File: src/rtl/smi_hub_pkg.sv
package smi_hub_pkg;
  localparam int WORD_W = 16;

  // Bit positions in the top-level word.
  localparam int POS_PM    = 0;
  localparam int POS_AUDIO = 1;
  localparam int POS_ACPI  = 2;
  localparam int POS_LPC   = 3;
  localparam int POS_RTR   = 5;
  localparam int POS_VGA   = 6;
  localparam int POS_A20   = 7;
  localparam int POS_SW    = 8;
  localparam int POS_TMR   = 9;
  localparam int POS_EXT   = 10;

  // Local read-to-clear flags, indexed 0 sw, 1 retrace, 2 vga, 3 a20.
  localparam int NUM_FLAGS = 4;

  typedef struct packed {
    logic rdTop;   // clearing read of the top-level word
    logic clrExt;  // write-one-to-clear of the external pending bits
  } hubStrobe_t;
endpackage

File: src/rtl/smi_hub_ctrl.sv
module smi_hub_ctrl
  import smi_hub_pkg::*;
#(
  parameter int ADDR_W   = 4,
  parameter int TOP_ADDR = 0,
  parameter int EXT_ADDR = 1
) (
  input  logic              clk,
  input  logic              rstN,
  input  logic [ADDR_W-1:0] busAddr,
  input  logic              busRd,
  input  logic              busWr,
  input  logic [WORD_W-1:0] topWord,
  input  logic [WORD_W-1:0] extWord,
  output hubStrobe_t        strobe,
  output logic [WORD_W-1:0] busRdata
);
  localparam logic [ADDR_W-1:0] TOP_A = ADDR_W'(TOP_ADDR);
  localparam logic [ADDR_W-1:0] EXT_A = ADDR_W'(EXT_ADDR);

  logic hitTop;
  logic hitExt;

  assign hitTop = (busAddr == TOP_A);
  assign hitExt = (busAddr == EXT_A);

  always_comb begin
    strobe        = '0;
    strobe.rdTop  = busRd && hitTop;
    strobe.clrExt = busWr && hitExt;
  end

  always_ff @(posedge clk) begin
    if (!rstN) begin
      busRdata <= '0;
    end else if (busRd) begin
      if (hitTop)      busRdata <= topWord;
      else if (hitExt) busRdata <= extWord;
      else             busRdata <= '0;
    end else begin
      busRdata <= '0;
    end
  end
endmodule

File: src/rtl/smi_hub_datapath.sv
module smi_hub_datapath
  import smi_hub_pkg::*;
#(
  parameter int NUM_EXT     = 8,
  parameter int SYNC_STAGES = 2,
  parameter int GRP_W       = 4
) (
  input  logic               clk,
  input  logic               rstN,
  input  hubStrobe_t         strobe,
  input  logic [NUM_EXT-1:0] clrMask,
  input  logic               swSmiPulse,
  input  logic               a20TogglePulse,
  input  logic               vgaTimerPulse,
  input  logic               retracePulse,
  input  logic [2:0]         flagEnable,
  input  logic [NUM_EXT-1:0] extSmiN,
  input  logic [GRP_W-1:0]   timerPending,
  input  logic [GRP_W-1:0]   lpcPending,
  input  logic [GRP_W-1:0]   acpiPending,
  input  logic [GRP_W-1:0]   audioPending,
  input  logic [GRP_W-1:0]   pmPending,
  output logic [WORD_W-1:0]  topWord,
  output logic [WORD_W-1:0]  extWord
);
  logic [NUM_FLAGS-1:0] flagSet;
  logic [NUM_FLAGS-1:0] flagQ;
  logic [NUM_EXT-1:0]   extFall;
  logic [NUM_EXT-1:0]   extPend;

  // Gated set requests for the local flags.
  assign flagSet[0] = swSmiPulse;
  assign flagSet[1] = retracePulse   & flagEnable[0];
  assign flagSet[2] = vgaTimerPulse  & flagEnable[1];
  assign flagSet[3] = a20TogglePulse & flagEnable[2];

  // Set wins over the clearing read so no event is lost.
  for (genvar f = 0; f < NUM_FLAGS; f++) begin : g_flag
    always_ff @(posedge clk) begin
      if (!rstN) flagQ[f] <= 1'b0;
      else       flagQ[f] <= flagSet[f] | (flagQ[f] & ~strobe.rdTop);
    end
  end

  // Per-pin synchronizer, falling-edge detector and pending bit.
  for (genvar i = 0; i < NUM_EXT; i++) begin : g_pin
    logic [SYNC_STAGES-1:0] syncChain;
    logic                   lastLevel;

    always_ff @(posedge clk) begin
      if (!rstN) begin
        syncChain <= '1;
        lastLevel <= 1'b1;
      end else begin
        syncChain <= {syncChain[SYNC_STAGES-2:0], extSmiN[i]};
        lastLevel <= syncChain[SYNC_STAGES-1];
      end
    end

    assign extFall[i] = lastLevel & ~syncChain[SYNC_STAGES-1];

    always_ff @(posedge clk) begin
      if (!rstN) extPend[i] <= 1'b0;
      else       extPend[i] <= extFall[i] | (extPend[i] & ~(strobe.clrExt & clrMask[i]));
    end
  end

  assign extWord = WORD_W'(extPend);

  always_comb begin
    topWord            = '0;
    topWord[POS_PM]    = |pmPending;
    topWord[POS_AUDIO] = |audioPending;
    topWord[POS_ACPI]  = |acpiPending;
    topWord[POS_LPC]   = |lpcPending;
    topWord[POS_RTR]   = flagQ[1];
    topWord[POS_VGA]   = flagQ[2];
    topWord[POS_A20]   = flagQ[3];
    topWord[POS_SW]    = flagQ[0];
    topWord[POS_TMR]   = |timerPending;
    topWord[POS_EXT]   = |extPend;
  end
endmodule

File: src/rtl/smi_status_hub.sv
module smi_status_hub
  import smi_hub_pkg::*;
#(
  parameter int NUM_EXT     = 8,
  parameter int SYNC_STAGES = 2,
  parameter int GRP_W       = 4,
  parameter int ADDR_W      = 4,
  parameter int TOP_ADDR    = 0,
  parameter int EXT_ADDR    = 1
) (
  input  logic               clk,
  input  logic               rstN,
  input  logic [ADDR_W-1:0]  busAddr,
  input  logic               busRd,
  input  logic               busWr,
  input  logic [15:0]        busWdata,
  output logic [15:0]        busRdata,
  input  logic               swSmiPulse,
  input  logic               a20TogglePulse,
  input  logic               vgaTimerPulse,
  input  logic               retracePulse,
  input  logic [2:0]         flagEnable,
  input  logic [NUM_EXT-1:0] extSmiN,
  input  logic [GRP_W-1:0]   timerPending,
  input  logic [GRP_W-1:0]   lpcPending,
  input  logic [GRP_W-1:0]   acpiPending,
  input  logic [GRP_W-1:0]   audioPending,
  input  logic [GRP_W-1:0]   pmPending,
  output logic               smiReq
);
  hubStrobe_t        strobe;
  logic [WORD_W-1:0] topWord;
  logic [WORD_W-1:0] extWord;

  if (NUM_EXT < WORD_W) begin : g_spare
    logic unusedWdata;
    assign unusedWdata = ^busWdata[WORD_W-1:NUM_EXT];
  end

  smi_hub_ctrl #(
    .ADDR_W  (ADDR_W),
    .TOP_ADDR(TOP_ADDR),
    .EXT_ADDR(EXT_ADDR)
  ) ctrl_i (
    .clk     (clk),
    .rstN    (rstN),
    .busAddr (busAddr),
    .busRd   (busRd),
    .busWr   (busWr),
    .topWord (topWord),
    .extWord (extWord),
    .strobe  (strobe),
    .busRdata(busRdata)
  );

  smi_hub_datapath #(
    .NUM_EXT    (NUM_EXT),
    .SYNC_STAGES(SYNC_STAGES),
    .GRP_W      (GRP_W)
  ) dp_i (
    .clk           (clk),
    .rstN          (rstN),
    .strobe        (strobe),
    .clrMask       (busWdata[NUM_EXT-1:0]),
    .swSmiPulse    (swSmiPulse),
    .a20TogglePulse(a20TogglePulse),
    .vgaTimerPulse (vgaTimerPulse),
    .retracePulse  (retracePulse),
    .flagEnable    (flagEnable),
    .extSmiN       (extSmiN),
    .timerPending  (timerPending),
    .lpcPending    (lpcPending),
    .acpiPending   (acpiPending),
    .audioPending  (audioPending),
    .pmPending     (pmPending),
    .topWord       (topWord),
    .extWord       (extWord)
  );

  assign smiReq = |topWord;
endmodule

File: config.mk
export PLATFORM = sky130hd
export DESIGN_NAME = smi_status_hub
export DESIGN_NICKNAME = d
export VERILOG_FILES = /design/src/rtl/smi_hub_pkg.sv /design/src/rtl/smi_hub_ctrl.sv /design/src/rtl/smi_hub_datapath.sv /design/src/rtl/smi_status_hub.sv
export SDC_FILE = /design/constraint.sdc
export NUM_CORES = 1
export LEC_CHECK = 0
export ABC_CLOCK_PERIOD_IN_PS = 3840
export BUFFER_PORTS_ARGS = -buffer_cell sky130_fd_sc_hd__buf_2
export CAP_MARGIN = 40
export CORE_ASPECT_RATIO = 1.2
export CORE_MARGIN = 1
export CORE_UTILIZATION = 40
export DETAILED_ROUTE_END_ITERATION = 10
export PLACE_DENSITY = 0.76
export SLEW_MARGIN = 20
export SYNTH_ARGS = -nofsm -noshare
export SYNTH_HDL_FRONTEND = slang
export SYNTH_SLANG_ARGS = --single-unit
File: constraint.sdc
create_clock -name clk -period 3.84 [get_ports clk]
set_input_delay 0.384 -clock clk [delete_from_list [all_inputs] [get_ports clk]]
set_output_delay 0.384 -clock clk [all_outputs]
set_load 0.02 [all_outputs]
==> results of run 1 <==
[registers in the layout, summed over array words and instances (netlist names)]
name / count
dp_i.g_pin.syncChain: 16
ctrl_i.busRdata: 11
dp_i.topWord: 4
dp_i.g_pin.lastLevel: 8
dp_i.extWord: 8
[Yosys cell counts, types with 2 or more instances]
cell type and instances:
mux2i_1 3, nand2_1 15, a211oi_1 3, dfxtp_1 47, clkbuf_1 3, nor4_1 6, o22ai_1 8, buf_1 2
inv_1 9, buf_4 5, nor2_1 9, or4_1 2, a21boi_0 3, and3_1 10, nand2b_1 24, o21ai_0 4
[stage by stage]
step           area [sq um]  worst slack (ps)  std cells  total power [W]
3_3_place_gp           1940              1790        271         0.000595
6_report               2070              1620        279          0.00100
3_5_place_dp           1940              1770        271         0.000597
2_1_floorplan          1620              1930        167         0.000566
5_1_grt                2070              1540        279          0.00104
4_1_cts                2070              1630        279          0.00101
[logic make-up (layout without fill, tap and decap cells)]
family	Yosys count	count (layout)
buf+inv	19	79
other cells	1	5
simple gates	74	74
mux	3	3
compound gates	19	19
flops	47	47
[final timing paths]
| path | slack (ps) | depth (start not counted) | end |
|---|---|---|---|
| worst max-delay path | 1620 | 4 | smiReq |
| worst min-delay path | 270 | 2 | dp_i.g_pin[2].syncChain[0] |
| worst max register to register | 2710 | 3 | ctrl_i.busRdata[10] |
| worst min register to register | 410 | 1 | dp_i.g_pin[3].syncChain[1] |
[layer usage]
metal	part of all wire, %	GRT usage, %	routed length [microns]	vias up
li1	-	-	-	666
met1	40	14.2	1240	564
met2	48	27.0	1480	69
met3	9.2	5.42	286	11
met4	3.1	10.3	97	0
met5	0	0	0	-
[power breakdown]
group          internal (W)  leakage (nW)  total [W]  switching [W]
registers          0.000506         0.386   0.000514     0.00000795
clock network      0.000260        0.0654   0.000414       0.000154
logic             0.0000354         0.561  0.0000724      0.0000370
[cell type report]
cell class / instances / area (sq um)
Inverter: 9 / 33.8
Tap cell: 52 / 65.1
Multi-Input combinational cell: 101 / 587
Fill cell: 362 / 1650
Clock inverter: 2 / 60.1
Clock buffer: 6 / 72.6
Sequential cell: 47 / 941
Timing Repair Buffer: 62 / 310
[cells in the final DEF, fill, tap and decap left out, drive strengths merged, types with 6 or more instances in the layout]
master  count
dfxtp      47
clkbuf      6
buf        62
inv         9
nor2        9
nand2      15
nor4        6
and3       10
nand2b     24
o22ai       8
==> impl_results.md, run 1 <==
- Final hold vios: 0
- XOR/XNOR Fraction of Synth Area: 0%
- Fin util: 55.6%
- Synth area leader: dfxtp_1
- CTS buffer count: 5
- Final GP Congestion: between 0.8 and 0.9
- Number of synthesized flops with an enable pin: 0
- Initial Util: 43.0%
- Worst Max-Slew Pin Slew: a little under 700 ps
- Peak supply drop: roughly 240 uV
- Core area: between 3000 and 4000 sq um
- PostCTS Resize Cnt: 0
- Status: completed
- Final setup TNS: 0 ps
- Post-layout min period: approximately 2200 ps
- Mapped cell area: between 1500 and 2000 sq um
- Fin Hold WS: approximately 270 ps
- CTS tree: yes
- Power Density: about 480 nW/um^2
- Ys flop type: dfxtp_1
- Final slew viol count: 0
- Remaining DRCs: 0
- WL per Instance: 11.1 microns
- Post-Synthesis Mean Instance Area: just under 10 sq um
- Slowest-stage cell, CP: or4_1
- Die Wd: 59.8 microns
- Floorplan row count: 24
- RSZ-0062 raised after global routing: no
- Syn Inst Count: roughly 160
- # IOs: 76
- Fmax: roughly 450 MHz
- Slowest stage delay, CP: 520 ps
- Routed Antenna Nets: 0
- Area growth, synth to finish: 29.1%
- Vias in the first global route: 1207
- # nets final: roughly 290
- Clock tree buffer depth: 2
- Hold path start: extSmiN[2]
- GRT Total Usage: 15.3%
- Crit path cell chain: nor4_1, nand2_1, or4_1, buf_2
- Largest net degree at the start of global routing: 41
- Total setup buffers inserted after CTS: 0
- Critical Path Fanout Max: 3
- Pleak: between 1 and 1.5 nW
- Critical Path RT: around 3500 ps
- 1st-iter DRT viols: 46
- Drt pass-1 iters: 4
- Post-synthesis mux area share: approximately 1.9%
- Synth Area in Compound Gates: under 10%
- Final wirelength: 3.10 mm
- Critical R2R Launch: dp_i.extWord[7]
- #FFs+latches synth: 47
- CTS Hold Bufs: 0
- Worst skew pair latency: 290 ps
- CP startpoint: dp_i.extWord[7]
- Die height: roughly 70 microns
- Post-DP HPWL: about 2.2 mm
- Ys Warns: 0
- Max-cap violations: 0
- Routed vias: ~1300
- PortBufs: between 60 and 70
- Antenna Cells: 0
- Worst slew margin: a little over half
- Register area share after synthesis: 58.7%
- Die area: roughly 4300 sq um
- Top delay family on crit path: simple AND/OR/NAND/NOR gates
- Synth top area share: between 50% and 60%
- Gr ovfl total: 0
- DR vias/cell: around 4.7
- CTS root buffer: clkbuf_8
- Final period util: between 50% and 60%
- Worst setup SP type: flop
- Initial antenna violation count: 0
- First-pass GRT wire length: between 4 and 5 mm
- Adder-Cell Fraction of Synth Area: 0%
- Setup CP Type: flop to primary output
- Synth top area cells: dfxtp_1 59%, nand2b_1 9.4%, and3_1 3.9%
- Distinct cells, synth: 26
- Clk_skew: 8.51 ps
- WP buf/inv: 1
- Clk sinks: 47
- H-tree depth: 2
- Final setup viols: 0
- Hold Path Class: primary input to flop
- Clk slew on worst S/H paths: about 80 ps
- Post-synth ARST share: 0%
- Largest family of logic cells by synthesized area: simple AND/OR/NAND/NOR gates
- Critical path arrival: between 1500 and 2000 ps
- CP Capture Type: primary output
- Post-Synth Simple-Gate Area: 26.1%
- Share of cells above drive strength 1: a little under a third
Note: power is estimated with default switching activity, not from simulation.
==> run 2: changes to the inputs <==
ABC_CLOCK_PERIOD_IN_PS = 1900   (was 3840)
PLACE_DENSITY = 0.78   (was 0.76)
clock period = 1.9 ns   (was 3.84 ns; I/O delays follow)
==> run 2 against run 1 <==
Compared with the run above:
- the flow now finishes with violations (negative setup slack)
- clock-buffer cell count stayed put
- non-clock buffer count is 2 higher
- critical path type unchanged
- cell count is 0.36% higher
- first-iteration DRC count is 13% higher
- combinational power is 110% higher
- register-to-register slack worse by 1800 ps
- sequential power is 100% higher
- total power is 76% higher
- routed wire length is 6.7% lower
==> impl_results.md, run 2 (same netlist as run 1, synthesis figures left out) <==
- Largest net degree at the start of global routing: 23
- Share of cells above drive strength 1: 32.9%
- Top delay family on crit path: simple AND/OR/NAND/NOR gates
- CTS tree: yes
- PortBufs: 62
- Commonest non-fill, non-tap cell in the layout: buf_2
- Clk_skew: 5.28 ps
- DR vias/cell: between 4 and 5
- Final period util: 104%
- Violated checks: negative setup slack
- Number of flip-flops in the largest register: 16
- Floorplan row count: 24
- Post-route insts no fill: 280
- Die area: ~4300 sq um
- Vias in the first global route: between 1000 and 1500
- Post-layout min period: 1970 ps
- Slowest stage delay, CP: around 540 ps
- Gr ovfl total: 0
- Final wirelength: 2.90 mm
- Antenna Cells: 0
- Hold Crit Depth: 2
- Critical Path RT: 1710 ps
- H-tree depth: 2
- CP Capture Type: primary output
- Final slew viol count: 0
- Multi-input logic area: roughly 600 sq um
- # IOs: 76
- WHS Endpoint: dp_i.g_pin[4].syncChain[0]
- Critical Path Fanout Max: 3
- # nets final: between 200 and 300
- Largest Register: dp_i.g_pin.syncChain
- Critical path's most frequent cell: or4_1
- Fill cells: between 300 and 400
- R2r setup slk: approximately 900 ps
- Commonest cells after routing, fill and taps aside: 62 x buf_2, 47 x dfxtp_1, 24 x nand2b_1, 15 x nand2_1, 10 x and3_1
- CTS buffer count: 5
- RSZ-0062 raised after global routing: yes
- Routed Antenna Nets: 0
- WL per Instance: 10.3 microns
- Total setup buffers inserted after CTS: 0
- Power Density: 860 nW/um^2
- Remaining DRCs: 0
- R2R depth: 3
- Clk slew on worst S/H paths: 80 ps
- Clock tree buffer depth: 2
- Die height: 71.3 microns
- Peak supply drop: between 400 and 500 uV
- Routed vias: about 1300
- Initial Util: 43.0%
- Drt pass-1 iters: 4
- Endpoint of the worst-slack reg-to-reg timing path: ctrl_i.busRdata[10]
- WP buf/inv: 1
- CTS Hold Bufs: 0
- Clk sinks: 47
- Pleak: between 1 and 1.5 nW
- Core area: ~3700 sq um
- Final GP Congestion: 0.859
- Post-DP HPWL: roughly 2.1 mm
- Biggest regs: dp_i.g_pin.syncChain x16, ctrl_i.busRdata x11
- 1st-iter DRT viols: 52
- Fmax: 507 MHz
- Max-cap violations: 0
- Hold path start: extSmiN[4]
- Die Wd: 59.8 microns
- Hold Path Class: primary input to flop
- First-pass GRT wire length: 4.69 mm
- Critical R2R Launch: dp_i.extWord[7]
- Initial antenna violation count: 0
- Setup WS post-layout: -73.0 ps
- Slowest-stage cell, CP: or4_1
- Final hold vios: 0
- CTS root buffer: clkbuf_8
- Status: finished, violations left
- Critical path arrival: approximately 1800 ps
- Area growth, synth to finish: 28.0%
- Crit path cell chain: or4_1, or4_1, buf_2
- Worst skew pair latency: ~290 ps
- Setup CP Type: flop to primary output
- GRT Total Usage: between 10% and 20%
- Final setup viols: 1
- Worst setup SP type: flop
- Placed cells: 273
- Final setup TNS: -73.0 ps
- Reg area: between 900 and 1000 sq um
run 2: cell count changes in the layout (fill, tap and decap cells not counted), sizes merged:
cell,before,now
buf,62,64
bufinv,2,0
clkinv,0,1
run 2: final cells by class:
type / count / share of cell area (%)
Sequential cell: 47 / 45.9
Multi-Input combinational cell: 101 / 29.2
Timing Repair Buffer: 64 / 15.9
Clock buffer: 6 / 4.02
Tap cell: 52 / 3.17
Inverter: 9 / 1.65
Clock inverter: 1 / 0.244
run 2: what timing repair did:
action | in CTS | in global routing
endpoints found under the hold margin | 0 | 0
gates cloned | 0 | 0
endpoints found under the setup margin | 1 | 1
gates resized for setup | 0 | 2
run 2: per-layer routing:
| layer | up-vias | global-route usage, % | part of all wire (%) |
|---|---|---|---|
| li1 | 668 | - | - |
| met1 | 522 | 14.1 | 41 |
| met2 | 65 | 25.9 | 46 |
| met3 | 10 | 5.60 | 9.4 |
| met4 | 0 | 10.9 | 4.3 |
| met5 | - | 0 | 0 |
run 2: how the worst max path moves through the flow:
| stage | from | to | slack [ps] | depth (start not counted) |
|---|---|---|---|---|
| finish | dp_i.topWord[7] | smiReq | -70 | 3 |
| global route | dp_i.topWord[7] | smiReq | -120 | 3 |
| CTS | dp_i.topWord[7] | smiReq | -80 | 3 |
| detailed placement | acpiPending[1] | smiReq | 220 | 4 |
| global placement | acpiPending[1] | smiReq | 210 | 4 |
| floorplan | dp_i.topWord[7] | smiReq | 340 | 2 |
run 2: metrics by stage:
stage          total power [W]  hold slack (ps)  utilization (%)  setup slack, ps  area [sq um]
5_1_grt                0.00186             67.2             55.1             -125          2050
6_report               0.00176             79.1             55.1            -73.0          2050
3_3_place_gp           0.00120              372             52.4              210          1950
2_1_floorplan          0.00114              285                -              337          1620
4_1_cts                0.00178             65.3             54.8            -83.2          2040
3_5_place_dp           0.00121              373             52.4              215          1950
run 2: report_power, final:
group | leakage (nW) | internal, W | switching, W
clock | 0.0470 | 0.000285 | 0.000292
combinational | 0.574 | 0.0000763 | 0.0000730
sequential | 0.386 | 0.00102 | 0.0000163
total | 1.01 | 0.00138 | 0.000381
==> run 3: changes to the inputs <==
ABC_CLOCK_PERIOD_IN_PS = not set   (was 1900)
CORE_ASPECT_RATIO = 2   (was 1.2)
==> run 3 against run 2 <==
Compared with the run above:
- the flow still finishes with violations (negative setup slack)
- clock-buffer cell count stayed put
- non-clock buffer count rose by 3
- setup slack got worse by 0.74 ps
- critical path depth stayed put
- critical endpoint unchanged
==> impl_results.md, run 3 (same netlist as run 1, synthesis figures left out) <==
- Number of flip-flops in the largest register: 16
- Initial antenna violation count: 0
- Power Density: slightly above 900 nW/um^2
- CTS root buffer: clkbuf_8
- GRT Total Usage: approximately 17%
- Drt pass-1 iters: 4
- Share of cells above drive strength 1: 35.3%
- Core area: roughly 3800 sq um
- Critical Path RT: 1710 ps
- Final period util: 104%
- Internal power: between 0.0015 and 0.002 W
- Routed vias: 1322
- Gate power share: between 8 and 9%
- 1st-iter DRT viols: 30
- Setup CP Type: flop to primary output
- Setup WS post-layout: -73.7 ps
- Pleak: 1.04 nW
- Fin Hold WS: ~75 ps
- Critical path arrival: around 1800 ps
- Clk_skew: a little over 7 ps
- Gr ovfl total: 0
- Vias in the first global route: between 1000 and 1500
- Commonest non-fill, non-tap cell in the layout: buf_2
- WL per Instance: ~11 microns
- Final wirelength: between 3 and 4 mm
- Remaining DRCs: 0
- Die Wd: ~47 microns
- Routed Antenna Nets: 0
- CP Capture Type: primary output
- Final slew viol count: 0
- Net switching power: just over 0.0004 W
- Clock tree buffer depth: 2
- Worst setup SP type: flop
- Status: finished, violations left
- CTS buffer count: 5
- Worst skew pair latency: just under 300 ps
- Largest net degree at the start of global routing: 28
- # IOs: 76
- Post-layout min period: about 2000 ps
- Clock Power Share: 38.1%
- Clk slew on worst S/H paths: roughly 80 ps
- # nets final: 290
- Peak supply drop: 745 uV
- Hold Path Class: primary input to flop
- Antenna Cells: 0
- Final GP Congestion: around 0.8
- Die height: 91.5 microns
- PortBufs: 62
- Final hold vios: 0
- RSZ-0062 raised after global routing: yes
- Commonest cells after routing, fill and taps aside: 61 x buf_2, 45 x dfxtp_1, 24 x nand2b_1, 15 x nand2_1, 10 x and3_1
- CTS tree: yes
- Final setup viols: 1
- Die area: 4280 sq um
- Biggest regs: dp_i.g_pin.syncChain x16, ctrl_i.busRdata x11
- Largest Register: dp_i.g_pin.syncChain
- Dpl ws: between 200 and 250 ps
- Violated checks: negative setup slack
- Sw Share: between 20% and 30%
- Initial Util: a little over two fifths
- Fmax: between 500 and 600 MHz
- Post-DP HPWL: roughly 2.2 mm
- Reg power frac: between 50% and 60%
- Area growth, synth to finish: 31.9%
- Max-cap violations: 0
- H-tree depth: 2
- Clk sinks: between 40 and 50
- Critical Path Fanout Max: 2
- Floorplan row count: 32
- DR vias/cell: between 4 and 5
- First-pass GRT wire length: between 5 and 6 mm
[run 3: path summary, 6_finish.rpt]
| path | cells past startpoint | slack, ps | endpoint | startpoint |
|---|---|---|---|---|
| worst min register to register | 1 | 400 | dp_i.g_pin[0].syncChain[1] | dp_i.g_pin[0].syncChain[0] |
| worst min-delay path | 2 | 70 | dp_i.g_pin[6].syncChain[0] | extSmiN[6] |
| worst max-delay path | 3 | -70 | smiReq | dp_i.topWord[7] |
| worst max register to register | 4 | 760 | ctrl_i.busRdata[10] | dp_i.extWord[7] |
[run 3: power by group through the flow]
stage | clock, W | sequential (W) | combinational, W
after detailed placement | 0 | 0.00106 | 0.000148
after global routing | 0.000801 | 0.00104 | 0.000183
final | 0.000738 | 0.00104 | 0.000162
after floorplan | 0 | 0.00106 | 0.0000844
after global placement | 0 | 0.00106 | 0.000145
after CTS | 0.000759 | 0.00104 | 0.000156
[run 3: critical path, stage by stage (launching register included)]
cell and delay [ps]:
dfxtp_2 330, or4_4 530, or4_4 490, buf_6 150
[run 3: layout make-up]
cell class,count,area [sq um]
clock buffer,6,82.6
clock inverter,2,35.0
fill,372,1730
inverter,9,33.8
multi-input combinational,101,601
sequential,47,943
tap,51,63.8
timing repair buffer,67,354
[run 3: per-layer routing]
metal | track usage, % | routed length (microns) | up-vias
met5 | 0 | 0 | -
met4 | 10.5 | 59 | 0
met3 | 5.17 | 215 | 6
met2 | 29.6 | 1750 | 56
met1 | 15.5 | 1110 | 586
li1 | - | - | 674
[run 3: timing repair]
action	in CTS	in global routing
pin swaps	0	2
hold buffers	0	0
endpoints found under the setup margin	1	1
setup buffers	1	2
resized for setup	6	1
[run 3: per-stage QoR]
stage	setup TNS (ps)	cell area, sq um	util [%]	instances	power [W]
detailed placement	0	1950	50.7	272	0.00121
global placement	0	1950	50.7	272	0.00120
global route	-109	2110	55.0	283	0.00203
finish	-73.7	2110	55.0	283	0.00194
CTS	-75.6	2100	54.6	281	0.00195
floorplan	0	1620	-	167	0.00114
